File: config.mk
export PLATFORM = sky130hd
export DESIGN_NAME = irq_sense_top
export DESIGN_NICKNAME = d
export VERILOG_FILES = /design/src/rtl/irq_sense_pkg.sv /design/src/rtl/irq_sync_pipe.sv /design/src/rtl/irq_mode_regs.sv /design/src/rtl/irq_sense_lane.sv /design/src/rtl/irq_sense_top.sv
export SDC_FILE = /design/constraint.sdc
export NUM_CORES = 1
export LEC_CHECK = 0
export ABC_CLOCK_PERIOD_IN_PS = 1500
export BUFFER_PORTS_ARGS = -buffer_cell sky130_fd_sc_hd__buf_2
export CAP_MARGIN = 20
export CORE_MARGIN = 10
export CORE_UTILIZATION = 50
export CTS_BUF_LIST = sky130_fd_sc_hd__clkbuf_8 sky130_fd_sc_hd__clkbuf_16
export CTS_CLUSTER_DIAMETER = 80
export DETAILED_ROUTE_END_ITERATION = 12
export HOLD_SLACK_MARGIN = 0.05
export PLACE_DENSITY = 0.76
export SLEW_MARGIN = 30
export SYNTH_ARGS = -nofsm -noshare
export SYNTH_HDL_FRONTEND = slang
export SYNTH_SLANG_ARGS = --single-unit
File: constraint.sdc
create_clock -name clk_i -period 1.5 [get_ports clk_i]
set_input_delay 0.15 -clock clk_i [delete_from_list [all_inputs] [get_ports clk_i]]
set_output_delay 0.15 -clock clk_i [all_outputs]
set_load 0.02 [all_outputs]
File: src/rtl/irq_sense_pkg.sv
package irq_sense_pkg;
  localparam int unsigned NUM_IRQ = 8;
  localparam int unsigned MODE_W  = 2;
  localparam int unsigned CTRL_W  = NUM_IRQ * MODE_W;

  typedef enum logic [MODE_W-1:0] {
    SENSE_LOW  = 2'b00,
    SENSE_FALL = 2'b01,
    SENSE_RISE = 2'b10,
    SENSE_BOTH = 2'b11
  } sense_mode_e;
endpackage

File: src/rtl/irq_sync_pipe.sv
module irq_sync_pipe #(
  parameter int unsigned W = 8,
  parameter logic [W-1:0] RST_VAL = '1
) (
  input  logic         clk_i,
  input  logic         rst_ni,
  input  logic [W-1:0] async_i,
  output logic [W-1:0] sync_o
);
  logic [W-1:0] stage1_q, stage2_q;

  always_ff @(posedge clk_i or negedge rst_ni) begin
    if (!rst_ni) begin
      stage1_q <= RST_VAL;
      stage2_q <= RST_VAL;
    end else begin
      stage1_q <= async_i;
      stage2_q <= stage1_q;
    end
  end

  assign sync_o = stage2_q;
endmodule

File: src/rtl/irq_mode_regs.sv
module irq_mode_regs
  import irq_sense_pkg::*;
#(
  parameter int unsigned N = NUM_IRQ,
  localparam int unsigned W = N * MODE_W
) (
  input  logic         clk_i,
  input  logic         rst_ni,
  input  logic         wr_en_i,
  input  logic [W-1:0] wr_data_i,
  output logic [W-1:0] mode_o,
  output logic [N-1:0] mode_chg_o
);
  logic [W-1:0] ctrl_q;

  always_ff @(posedge clk_i or negedge rst_ni) begin
    if (!rst_ni)      ctrl_q <= '0;
    else if (wr_en_i) ctrl_q <= wr_data_i;
  end

  // a field counts as changed only if its value differs
  for (genvar n = 0; n < N; n++) begin : g_chg
    assign mode_chg_o[n] = wr_en_i &&
      (wr_data_i[n*MODE_W +: MODE_W] != ctrl_q[n*MODE_W +: MODE_W]);
  end

  assign mode_o = ctrl_q;

  AST_WRITE_LANDS: assert property (@(posedge clk_i) disable iff (!rst_ni)
    wr_en_i |=> (mode_o == $past(wr_data_i)));
  AST_HOLD_IDLE: assert property (@(posedge clk_i) disable iff (!rst_ni)
    !wr_en_i |=> $stable(mode_o));
endmodule

File: src/rtl/irq_sense_lane.sv
module irq_sense_lane
  import irq_sense_pkg::*;
(
  input  logic        clk_i,
  input  logic        rst_ni,
  input  logic        sync_i,
  input  sense_mode_e mode_i,
  input  logic        mode_chg_i,
  input  logic        clr_i,
  output logic        req_o
);
  logic prev_q, pend_q, pend_d;
  logic rise, fall, hit;

  always_ff @(posedge clk_i or negedge rst_ni) begin
    if (!rst_ni) prev_q <= 1'b1;
    else         prev_q <= sync_i;
  end

  assign rise = sync_i & ~prev_q;
  assign fall = ~sync_i & prev_q;

  always_comb begin
    unique case (mode_i)
      SENSE_FALL: hit = fall;
      SENSE_RISE: hit = rise;
      SENSE_BOTH: hit = rise | fall;
      default:    hit = 1'b0;
    endcase
  end

  // mode change wins, then a fresh edge, then clear
  always_comb begin
    if (mode_chg_i)  pend_d = 1'b0;
    else if (hit)    pend_d = 1'b1;
    else if (clr_i)  pend_d = 1'b0;
    else             pend_d = pend_q;
  end

  always_ff @(posedge clk_i or negedge rst_ni) begin
    if (!rst_ni) pend_q <= 1'b0;
    else         pend_q <= pend_d;
  end

  assign req_o = (mode_i == SENSE_LOW) ? ~sync_i : pend_q;

  AST_PEND_STICKY: assert property (@(posedge clk_i) disable iff (!rst_ni)
    (mode_i != SENSE_LOW && pend_q && !clr_i && !mode_chg_i) |=> pend_q);
  AST_RISE_SETS: assert property (@(posedge clk_i) disable iff (!rst_ni)
    (mode_i == SENSE_RISE && sync_i && !prev_q && !mode_chg_i) |=> pend_q);
  AST_FALL_SETS: assert property (@(posedge clk_i) disable iff (!rst_ni)
    (mode_i == SENSE_FALL && !sync_i && prev_q && !mode_chg_i) |=> pend_q);
  AST_EDGE_BEATS_CLR: assert property (@(posedge clk_i) disable iff (!rst_ni)
    (mode_i == SENSE_BOTH && (sync_i != prev_q) && clr_i && !mode_chg_i) |=> pend_q);
  AST_MODE_CHG_CLEARS: assert property (@(posedge clk_i) disable iff (!rst_ni)
    mode_chg_i |=> !pend_q);
  AST_LOW_NO_PEND: assert property (@(posedge clk_i) disable iff (!rst_ni)
    (mode_i == SENSE_LOW) |-> !pend_q);
endmodule

File: src/rtl/irq_sense_top.sv
module irq_sense_top
  import irq_sense_pkg::*;
(
  input  logic                clk_i,
  input  logic                rst_ni,
  input  logic [NUM_IRQ-1:0]  irq_i,
  input  logic                wr_en_i,
  input  logic [CTRL_W-1:0]   wr_data_i,
  output logic [CTRL_W-1:0]   rd_data_o,
  input  logic [NUM_IRQ-1:0]  clr_i,
  output logic [NUM_IRQ-1:0]  req_o
);
  logic [NUM_IRQ-1:0] irq_sync, mode_chg;
  logic [CTRL_W-1:0]  mode;

  irq_sync_pipe #(.W(NUM_IRQ), .RST_VAL({NUM_IRQ{1'b1}})) u_sync (
    .clk_i   (clk_i),
    .rst_ni  (rst_ni),
    .async_i (irq_i),
    .sync_o  (irq_sync)
  );

  irq_mode_regs #(.N(NUM_IRQ)) u_regs (
    .clk_i      (clk_i),
    .rst_ni     (rst_ni),
    .wr_en_i    (wr_en_i),
    .wr_data_i  (wr_data_i),
    .mode_o     (mode),
    .mode_chg_o (mode_chg)
  );

  for (genvar n = 0; n < NUM_IRQ; n++) begin : g_lane
    irq_sense_lane u_lane (
      .clk_i      (clk_i),
      .rst_ni     (rst_ni),
      .sync_i     (irq_sync[n]),
      .mode_i     (sense_mode_e'(mode[n*MODE_W +: MODE_W])),
      .mode_chg_i (mode_chg[n]),
      .clr_i      (clr_i[n]),
      .req_o      (req_o[n])
    );
  end

  assign rd_data_o = mode;

  AST_RESET_READ: assert property (@(posedge clk_i)
    $rose(rst_ni) |-> (rd_data_o == '0));
endmodule

Yosys cells after proc, flatten, opt, wreduce, memory -nomap -nowiden:

Index checks and enable logic that the tools add are counted.

* add/subtract/negate cells: 0
* multipliers: 0
* divide/modulo/power cells: 0
* $lt $le $gt $ge: 0
* eq/ne operators: 32
* shift-type cells: 0
* muxes and demuxes: 40
* bitwise gates (word level): 40
* reduce and logical (&&, ||, !) cells: 24

Operator list (number)
* $eq 2x2->1 const B: 16
* $mux 1: 32
* $pmux 1 s3: 8
* $reduce_bool 3->1: 8
* $and 1x1->1: 16
* $eq 2x1->1 const B: 8
* $logic_not 2->1: 8
* $ne 2x2->1: 8
* $not 1->1: 16
* $logic_and 1x1->1: 8
* $or 1x1->1: 8

* register bits: 48
* bits in latches: 0
* RAM bits: 0
* ROM bits: 0
* bits of input ports: 35
* output and inout bits: 24
* word-level logic and storage cells: 155
* memories: 0

Logic depth before layout (Yosys ltp):

Gate-level depths: netlist of the first run.

* depth after elaboration: 6
* depth in mapped cells: 5

Modules after synthesis:

A second synthesis of the first run with hierarchy kept.

* cells, all modules: 195
* area, all modules: 2359.8 um^2

By module, submodules not included
* irq_sense_lane: instances 8, cells each 15, area each 133.9 um^2, sequential area each 51.3 um^2
* irq_mode_regs: instances 1, cells each 59, area each 868.3 um^2, sequential area each 400.4 um^2
* irq_sync_pipe: instances 1, cells each 16, area each 420.4 um^2, sequential area each 420.4 um^2

Least setup slack after synthesis of the first run:

Ideal clock, no wire load.

* path type: register -> register
* from: reg g_lane[0].u_lane.prev_q
* to: reg g_lane[0].u_lane.pend_q
* library setup time: 0.086 ns
* arrival: 1.160 ns
* required time: 1.414 ns
* setup slack: 0.254 ns
* stages on the path, launching flop included: 6
* period minus slack after synthesis: 1.246 ns
* cells stage by stage: dfstp_2 -> inv_1 -> ha_1 -> nor2b_1 -> o21ai_1 -> a32oi_1

* cells in the longest elaborated chain, start to end: 6
* elaborated cells between the ends (all ways): 8
* those cells by class: mux: 3; bitwise: 4; reduce/logical: 1

RTL lines
* from (decl): RTL line irq_sense_lane.sv:12 `logic prev_q, pend_q, pend_d;`
* from (signal assigned): RTL line irq_sense_lane.sv:17 `else prev_q <= sync_i;`
* $not 1->1: RTL line irq_sense_lane.sv:20 `assign rise = sync_i & ~prev_q;`
* $and 1x1->1: RTL line irq_sense_lane.sv:20
* $or 1x1->1: RTL line irq_sense_lane.sv:27 `SENSE_BOTH: hit = rise | fall;`
* $pmux 1 s3 (*): RTL line irq_sense_lane.sv:24 `unique case (mode_i)`
* $mux 1: RTL line irq_sense_lane.sv:35 `else if (hit) pend_d = 1'b1;`
* $mux 1: RTL line irq_sense_lane.sv:34 `if (mode_chg_i) pend_d = 1'b0;`
* to (signal assigned): RTL line irq_sense_lane.sv:42 `else pend_q <= pend_d;`
* to (decl): RTL line irq_sense_lane.sv:12

Mark *: on every way between the ends. The rest lies on a longest branch, timed or not.
A chain may end at the register's enable or synchronous reset.

Worst setup path after layout of the first run:

* from: reg u_regs.ctrl_q[9] (netlist: u_regs.mode_o[9])
* to: out req_o[4]

* cells in the longest elaborated chain, start to end: 2

RTL lines
* from (decl): RTL line irq_mode_regs.sv:14 `logic [W-1:0] ctrl_q;`
* from (signal assigned): RTL line irq_mode_regs.sv:18 `else if (wr_en_i) ctrl_q <= wr_data_i;`
* $logic_not 2->1: RTL line irq_sense_lane.sv:45 `assign req_o = (mode_i == SENSE_LOW) ? ~sync_i : pend_q;`
* $mux 1: RTL line irq_sense_lane.sv:45
* to (decl): RTL line irq_sense_top.sv:11 `output logic [NUM_IRQ-1:0] req_o`

Every way passes these cells.

==> results_dict.tcl, run 1 <==
set metrics [dict create \
    cts-root-buf "clkbuf_8" \
    synthToLayoutAreaGrowth_pct 21.87 \
    grt_max_degree 49 \
    worst-slew-pin-transition_ns 0.3254 \
    ios 59 \
    fp-row-count 25 \
    hold_class "input pin to flip-flop" \
    die_area_um2 7965 \
    clockBufferDepth 2 \
    clock_sinks 48 \
    routed_wl_um 4248 \
    cts_tree "done" \
    setup.worst_path.class "flip-flop to output pin" \
    peakVddDrop_mv 0.6728 \
    rr_worst_depth 5 \
    clock_latency_ns 0.30 \
    cts_buffers 5 \
    port_buffers 58 \
    start_util_pct 51.09 \
    synth_seq_cells 48 \
    fin_ws_ns 0.09853 \
    power.internal_mw 2.239 \
    synth_cell_types 19 \
    combPwrFrac_pct 20.1 \
    syn_nets 252 \
    cp_max_fo 6 \
    drtIter0Drc 29 \
    avgSynthCellArea_um2 11.93 \
    powerDensity_nw_per_um2 1060 \
    switching_share_pct 27.69 \
    maxSlewViolCount 0 \
    p_sw_mw 0.8572 \
    critPathLaunchType "flip-flop" \
    first_global_vias 1589 \
    clkTransAtPathRegs_ns 0.09 \
    p_seq_share_pct 50.2 \
    cp.arrival_ns 1.25 \
    maxCapViolCount 0 \
    drcViolationCount 0 \
    nNetsFinal 317 \
    grt_pass1_wl_um 7231 \
    num_antenna_cells 0 \
    fin_cells 321 \
    htree_levels 2 \
    hpwl_um 3124 \
    hold_depth 2 \
    p_leak_nw 1.363 \
    hold_violations 0 \
    wire_per_inst_um 13.23 \
    vias_per_cell 4.919 \
    required_ns 1.35 \
    cts_setup_buffers 0 \
    antenna_found_initial 0 \
    die_h_um 89.25 \
    gp_congestion 0.7450 \
    synth_area_um2 2397 \
    setup_viol 0 \
    fp.dieW_um 89.25 \
    netlist_instances 201 \
    status "complete, no violations" \
    finalSetupTns_ns 0 \
    final.min_clock_period_ns 1.401 \
    pre_cts_ws_ns 0.1844 \
    fmax_mhz 713.5 \
    p_clk_share_pct 29.7 \
    ys_warn_count 0 \
    grt_util_all_layers_pct 11.52 \
    gr-total-overflow 0 \
    core-area_um2 4692 \
    clock_skew_ns 0.005091 \
    first_pass_iters 4 \
    maxSlewHeadroom_pct 78.31 \
    cp-end-kind "output pin" \
    vias 1579 \
    antenna_left 0 \
    final_util_pct 62.27 \
    ys_seq_area_share_pct 51.36 \
    drive_gt1_share_pct 46.44 \
    dp.cells 304 \
    fin_crit_sh_pct 93.43 \
]
[registers in the layout, indices dropped and copies added, names as in the netlist]
| signal | flops |
|---|---|
| u_regs.mode_o | 16 |
| g_lane.u_lane.pend_q | 8 |
| g_lane.u_lane.prev_q | 8 |
| u_sync.stage1_q | 8 |
| u_sync.sync_o | 8 |
[cell type report]
type / count / area, um^2
fill: 368 / 1770
multi-input combinational: 126 / 1013
tap: 54 / 67.56
clock inverter: 3 / 42.54
inverter: 16 / 60.06
clock buffer: 5 / 68.82
timing repair buffer: 69 / 422.9
sequential: 48 / 1246
[stage by stage]
stage                     hold WS [ns]  cell area (um^2)  power (mW)
after floorplan                -0.1456              2397       2.007
after global placement          0.1531              2693       2.164
after detailed placement        0.1572              2693       2.179
after CTS                      0.09062              2894       3.134
after global routing           0.08817              2922       3.281
final                           0.1027              2922       3.096
[power groups by stage]
stage	Clock (mW)	Sequential [mW]	Combinational [mW]
floorplan	0	1.60	0.412
global placement	0	1.56	0.602
detailed placement	0	1.57	0.611
CTS	0.959	1.55	0.630
global route	1.01	1.58	0.693
finish	0.920	1.55	0.622
[cell usage in the layout, fill, tap and decap left out]
cell	synthesis	layout
a21oi_1	8	8
a32oi_1	8	8
buf_12	1	2
buf_2	0	57
buf_4	8	1
bufinv_16	0	1
clkbuf_8	0	5
clkinv_2	0	1
clkinvlp_4	0	1
dfrtp_1	24	12
dfrtp_2	0	12
dfstp_2	24	24
dlygate4sd3_1	0	9
ha_1	16	16
inv_1	16	16
mux2_2	4	4
mux2_4	12	12
nand2_1	10	10
nand2b_1	8	8
nand3b_1	8	8
nor2_1	16	12
nor2_2	0	4
nor2b_1	12	12
o211ai_1	2	2
o21ai_1	6	6
xnor2_1	16	16
[worst max-delay path: stages (launching register included)]
cell	delay, ns
dfrtp_1	0.45
nor2_1	0.16
nor2_1	0.05
a21oi_1	0.12
buf_2	0.18
[routing by layer]
metal | wire (um) | up-vias | track usage, %
met5 | 0 | - | 0
met3 | 361 | 4 | 5.105
met4 | 28 | 0 | 3.902
met1 | 1880 | 750 | 13.85
li1 | - | 783 | -
met2 | 1978 | 42 | 17.95
[final timing paths]
kind	from	endpoint	slack, ns
setup / recovery	u_regs.mode_o[9]	req_o[4]	0.1
hold / removal	wr_data_i[8]	u_regs.mode_o[8]	0.10
setup reg to reg	g_lane[7].u_lane.prev_q	g_lane[7].u_lane.pend_q	0.18
hold reg to reg	u_sync.stage1_q[3]	u_sync.sync_o[3]	0.36
max in group asynchronous	rst_ni	u_sync.stage1_q[3]	0.86
min in group asynchronous	rst_ni	u_regs.mode_o[9]	0.35
[kinds of logic after synthesis]
kind of cell / count (synthesis) / synth area share, %
adders and majority gates: 16 / 8.351
muxes: 16 / 9.394
and+or+nand+nor: 54 / 11.80
DFF: 48 / 51.36
AOI/OAI and AO/OA: 24 / 6.472
buffers and inverters: 27 / 6.785
xor gates and xnor gates: 16 / 5.845
[synth_stat cells]
| library cell | n | share of area [%] |
|---|---|---|
| buf_4 | 8 | 2.5 |
| nand2b_1 | 8 | 2.1 |
| dfstp_2 | 24 | 26 |
| buf_12 | 1 | 0.84 |
| xnor2_1 | 16 | 5.8 |
| dfrtp_1 | 24 | 25 |
| nor2b_1 | 12 | 3.1 |
| mux2_2 | 4 | 1.9 |
| nand2_1 | 10 | 1.6 |
| o211ai_1 | 2 | 0.63 |
| o21ai_1 | 6 | 1.3 |
| ha_1 | 16 | 8.4 |
| buf_6 | 2 | 0.94 |
| a21oi_1 | 8 | 1.7 |
| inv_1 | 16 | 2.5 |
| mux2_4 | 12 | 7.5 |
| nand3b_1 | 8 | 2.5 |
| nor2_1 | 16 | 2.5 |
| a32oi_1 | 8 | 2.9 |
[repair_timing]
action / 4_1_cts / 5_1_grt
setup endpoints to repair: 0 / 8
resized for setup: 0 / 17
hold endpoints to repair: 32 / 0
hold buffers: 9 / 0
Power figures use the tool's default switching activity.
==> inputs of run 2 (changes only) <==
Settings changed: CORE_UTILIZATION 50 to 45, PLACE_DENSITY 0.76 to 0.69.
==> run 2 against run 1 <==
  * Global-route usage is 0.51 points lower
  * Final area rose by 1.3%
  * Routed wire length is 4.0% higher
  * Critical path depth stayed put
  * First-iteration DRC count up 83%
  * Clock skew is 0.0083 ns higher
  * Maximum frequency up 0.98%
  * Non-clock buffer count increased by 1
  * Utilization shrank 4.7 points
  * Power down 0.37%
  * Via count grew 2.3%
==> results_dict.tcl, run 2 (synthesis results as in run 1) <==
set metrics [dict create \
    fin_crit_sh_pct 92.53 \
    num_antenna_cells 0 \
    drcViolationCount 0 \
    status "complete, no violations" \
    critPathLaunchType "flip-flop" \
    port_buffers 58 \
    antenna_left 0 \
    htree_levels 2 \
    cts-root-buf "clkbuf_8" \
    largest_reg_flops 16 \
    max_stage_delay_ns 0.44 \
    hpwl_um 3303 \
    die_h_um 92.99 \
    p_leak_nw 1.383 \
    grt_max_degree 25 \
    maxSlewViolCount 0 \
    drive_gt1_share_pct 45.15 \
    power.internal_mw 2.243 \
    antenna_found_initial 0 \
    p_clk_share_pct 28.9 \
    die_area_um2 8647 \
    final_common_cell "buf_2" \
    vias_per_cell 4.781 \
    hold_class "input pin to flip-flop" \
    grtUsageMet3_pct 3.997 \
    cp_slowest_cell "dfrtp_1" \
    final_cell_mix "55 x buf_2, 24 x dfstp_2, 17 x inv_1" \
    clock_latency_ns 0.30 \
    routed_wl_um 4418 \
    final.min_clock_period_ns 1.388 \
    crit_top_cell "nor2_1" \
    setup.worst_path.class "flip-flop to output pin" \
    cts_setup_buffers 0 \
    clock_skew_ns 0.01342 \
    busiest_layer "met2" \
    ios 59 \
    first_pass_iters 4 \
    p_seq_share_pct 50.3 \
    grt_pass1_wl_um 7817 \
    fin_ws_ns 0.1121 \
    required_ns 1.35 \
    worst-slew-pin-transition_ns 0.4957 \
    wire_per_inst_um 13.07 \
    synthToLayoutAreaGrowth_pct 23.49 \
    fin_cells 338 \
    cp.arrival_ns 1.24 \
    first_global_vias 1738 \
    maxSlewHeadroom_pct 66.95 \
    start_util_pct 46.64 \
    p_sw_mw 0.8422 \
    path_delay_family "flip-flops" \
    clock_sinks 48 \
    core-area_um2 5140 \
    hold_violations 0 \
    grt_util_met1_pct 13.66 \
    cts_buffers 5 \
    cp_max_fo 6 \
    grt_util_all_layers_pct 11.01 \
    peakVddDrop_mv 0.4855 \
    switching_share_pct 27.30 \
    cp_cell_sequence "nor2_1 -> nor2_1 -> a21oi_1 -> buf_2" \
    combPwrFrac_pct 20.8 \
    crit_buf_inv 1 \
    clockBufferDepth 2 \
    cp-end-kind "output pin" \
    finalSetupTns_ns 0 \
    rsz0062_at_grt "false" \
    maxCapViolCount 0 \
    fmax_mhz 720.5 \
    nNetsFinal 318 \
    pre_cts_ws_ns 0.1829 \
    gp_congestion 0.7585 \
    dp.cells 321 \
    fp-row-count 26 \
    gr-total-overflow 0 \
    met2_usage_pct 17.00 \
    vias 1616 \
    powerDensity_nw_per_um2 1042 \
    cts_tree "done" \
    fp.dieW_um 92.99 \
    setup_viol 0 \
    clkTransAtPathRegs_ns 0.09 \
    drtIter0Drc 53 \
]
-- run 2: cell count changes in the layout (fill, tap and decap cells not counted), sizes merged --
cell,change
buf,+1
clkinvlp,-1
inv,+1
-- run 2: final timing paths --
path / end / start / cells after the start / slack [ns]
setup reg to reg: g_lane[7].u_lane.pend_q / g_lane[7].u_lane.prev_q / 5 / 0.18
hold reg to reg: u_sync.sync_o[0] / u_sync.stage1_q[0] / 0 / 0.36
hold / removal: u_regs.mode_o[1] / wr_data_i[1] / 2 / 0.10
min in group asynchronous: u_regs.mode_o[2] / rst_ni / 2 / 0.35
max in group asynchronous: u_sync.sync_o[2] / rst_ni / 3 / 0.60
setup / recovery: req_o[2] / u_regs.mode_o[5] / 4 / 0.11
-- run 2: area by class of cell --
| class | count | area (um^2) |
|---|---|---|
| Fill cell | 476 | 2180 |
| Sequential cell | 48 | 1241 |
| Multi-Input combinational cell | 126 | 1016 |
| Timing Repair Buffer | 70 | 447.9 |
| Tap cell | 70 | 87.58 |
| Clock buffer | 5 | 68.82 |
| Inverter | 16 | 60.06 |
| Clock inverter | 3 | 38.79 |
-- run 2: metrics by stage --
step	utilization (%)	power, mW	area [um^2]	hold WS [ns]
after global routing	57.59	3.287	2960	0.08484
final	57.59	3.085	2960	0.1043
after detailed placement	53.16	2.189	2733	0.1458
after global placement	53.16	2.176	2733	0.1488
after CTS	57.01	3.127	2930	0.08319
after floorplan	-	2.007	2397	-0.1456
-- run 2: worst reg2reg max path: stages (launching register included) --
cell,delay [ns]
dfstp_2,0.54
inv_1,0.04
ha_1,0.28
nor2b_1,0.11
o21ai_1,0.08
a32oi_1,0.20
-- run 2: what timing repair did --
action	4_1_cts	5_1_grt
endpoints found under the setup margin	0	7
hold buffers	9	0
hold endpoints to repair	17	0
gates resized for setup	0	16
-- run 2: power by group through the flow --
| stage | Combinational [mW] | Sequential [mW] | Clock (mW) |
|---|---|---|---|
| floorplan | 0.412 | 1.60 | 0 |
| finish | 0.640 | 1.55 | 0.892 |
| global route | 0.715 | 1.58 | 0.994 |
| CTS | 0.640 | 1.55 | 0.941 |
| global placement | 0.611 | 1.57 | 0 |
| detailed placement | 0.620 | 1.57 | 0 |
-- run 2: routing by layer --
layer  up-vias  part of all wire [%]
li1        789                     -
met1       778                    46
met2        45                    46
met3         4                   7.4
met4         0                   1.0
met5         -                     0
==> inputs of run 3 (changes only) <==
Settings changed: REMOVE_ABC_BUFFERS from default to 1.
==> run 3 against run 2 <==
  * Clock power fell by 12%
  * Hold slack worse by 0.0049 ns
  * Flip-flop and latch count is the same
  * Utilization down 0.78 points
  * Sequential share of layout area up 0.62 points
  * Critical endpoint is now req_o[3]
==> results_dict.tcl, run 3 (synthesis results as in run 1) <==
set metrics [dict create \
    seq_area_um2 1242 \
    ios 59 \
    setup.worst_path.class "flip-flop to output pin" \
    htree_levels 2 \
    maxCapViolCount 0 \
    hpwl_um 3336 \
    fp-row-count 26 \
    clock_sinks 48 \
    nNetsFinal 317 \
    port_buffers 58 \
    gr-total-overflow 0 \
    clock_skew_ns 0.007497 \
    routed_wl_um 4457 \
    r2r_slack_ns 0.18 \
    power.internal_mw 2.089 \
    multi_input_area_um2 1008 \
    first_pass_iters 4 \
    gp_congestion 0.7418 \
    worstHoldStart "wr_data_i[11]" \
    p_leak_nw 1.358 \
    peakVddDrop_mv 0.7407 \
    num_antenna_cells 0 \
    drive_gt1_share_pct 44.57 \
    worst-slew-pin-transition_ns 0.2535 \
    cts-root-buf "clkbuf_8" \
    maxSlewHeadroom_pct 83.10 \
    powerDensity_nw_per_um2 1019 \
    fin_crit_sh_pct 93.97 \
    drcViolationCount 0 \
    rr_worst_depth 5 \
    hold_end "u_regs.mode_o[11]" \
    die_area_um2 8647 \
    start_util_pct 46.64 \
    fmax_mhz 709.4 \
    first_global_vias 1644 \
    hold_depth 2 \
    core-area_um2 5140 \
    wire_per_inst_um 13.23 \
    antenna_left 0 \
    startpoint "u_regs.mode_o[7]" \
    antenna_found_initial 0 \
    cp.arrival_ns 1.26 \
    drtIter0Drc 24 \
    final_util_pct 56.82 \
    final.min_clock_period_ns 1.410 \
    grt_util_all_layers_pct 10.51 \
    clockBufferDepth 2 \
    cp-end-kind "output pin" \
    largest_reg_flops 16 \
    maxSlewViolCount 0 \
    die_h_um 92.99 \
    hold_class "input pin to flip-flop" \
    p_seq_share_pct 52.1 \
    required_ns 1.35 \
    p_sw_mw 0.8858 \
    grt_pass1_wl_um 7424 \
    setup_viol 0 \
    critPathLaunchType "flip-flop" \
    clock_latency_ns 0.30 \
    r2r-end "g_lane[1].u_lane.pend_q" \
    final_cell_mix "55 x buf_2, 24 x dfstp_2, 16 x inv_1, 16 x xnor2_1, 16 x ha_1" \
    cts_buffers 5 \
    worstReg2RegStart "g_lane[1].u_lane.prev_q" \
    synthToLayoutAreaGrowth_pct 21.82 \
    grt_max_degree 49 \
    fin_cells 337 \
    switching_share_pct 29.78 \
    dp.cells 320 \
    hold_violations 0 \
    cts_tree "done" \
    p_clk_share_pct 26.5 \
    vias 1579 \
    combPwrFrac_pct 21.4 \
    fill_cells 460 \
    vias_per_cell 4.685 \
    status "complete, no violations" \
    power.total_mw 2.975 \
    clkTransAtPathRegs_ns 0.09 \
    fp.dieW_um 92.99 \
    final_common_cell "buf_2" \
    cp_max_fo 6 \
]
==> run 3: how the worst max path moves through the flow <==
| stage | endpoint | slack (ns) | cells after the start |
|---|---|---|---|
| 3_5_place_dp | g_lane[1].u_lane.pend_q | 0.18 | 5 |
| 5_1_grt | req_o[3] | -0.01 | 4 |
| 6_report | req_o[3] | 0.09 | 4 |
| 3_3_place_gp | g_lane[5].u_lane.pend_q | 0.22 | 5 |
| 2_1_floorplan | g_lane[0].u_lane.pend_q | 0.25 | 5 |
| 4_1_cts | req_o[5] | 0.06 | 4 |
==> run 3: cell type report <==
type                    count  area share (%)
inverters                  16           2.057
repair buffers             69           14.65
clock inverters             3          0.8569
flip-flops and latches     48           42.54
well taps                  70           2.999
clock buffers               5           2.356
multi-input cells         126           34.53
==> run 3: routing by layer <==
metal  GRT usage, %  routed length (um)  up-vias
met3          4.396                 271        6
met5              0                   0        -
met4          3.342                  52        0
met2          17.52                2169       40
li1               -                   -      789
met1          11.95                1964      744
==> run 3: power groups by stage <==
stage | clock [mW] | combinational (mW) | sequential [mW]
floorplan | 0 | 0.332 | 1.60
global placement | 0 | 0.607 | 1.56
detailed placement | 0 | 0.620 | 1.57
CTS | 0.831 | 0.640 | 1.55
global route | 0.883 | 0.708 | 1.57
finish | 0.789 | 0.636 | 1.55
==> run 3: worst max-delay path, cell delays in order (launching register included) <==
cell and delay [ns]:
dfrtp_2 0.45, nor2_1 0.17, nor2_1 0.06, a21oi_1 0.13, buf_4 0.16
==> run 3: stage by stage <==
step                      setup TNS [ns]  hold slack (ns)  cell area [um^2]  setup WS, ns
after global placement                 0           0.1509              2713        0.2249
after CTS                              0          0.08667              2897       0.06129
final                                  0          0.09934              2920       0.09042
after detailed placement               0           0.1552              2713        0.1761
after global routing            -0.01483          0.09047              2920      -0.01483
after floorplan                        0          -0.1456              2295        0.2541
==> run 3: what timing repair did <==
action	4_1_cts	5_1_grt
setup endpoints to repair	0	6
gates resized for setup	0	14
hold buffers	9	0
hold endpoints to repair	32	0
buffers inserted	0	0
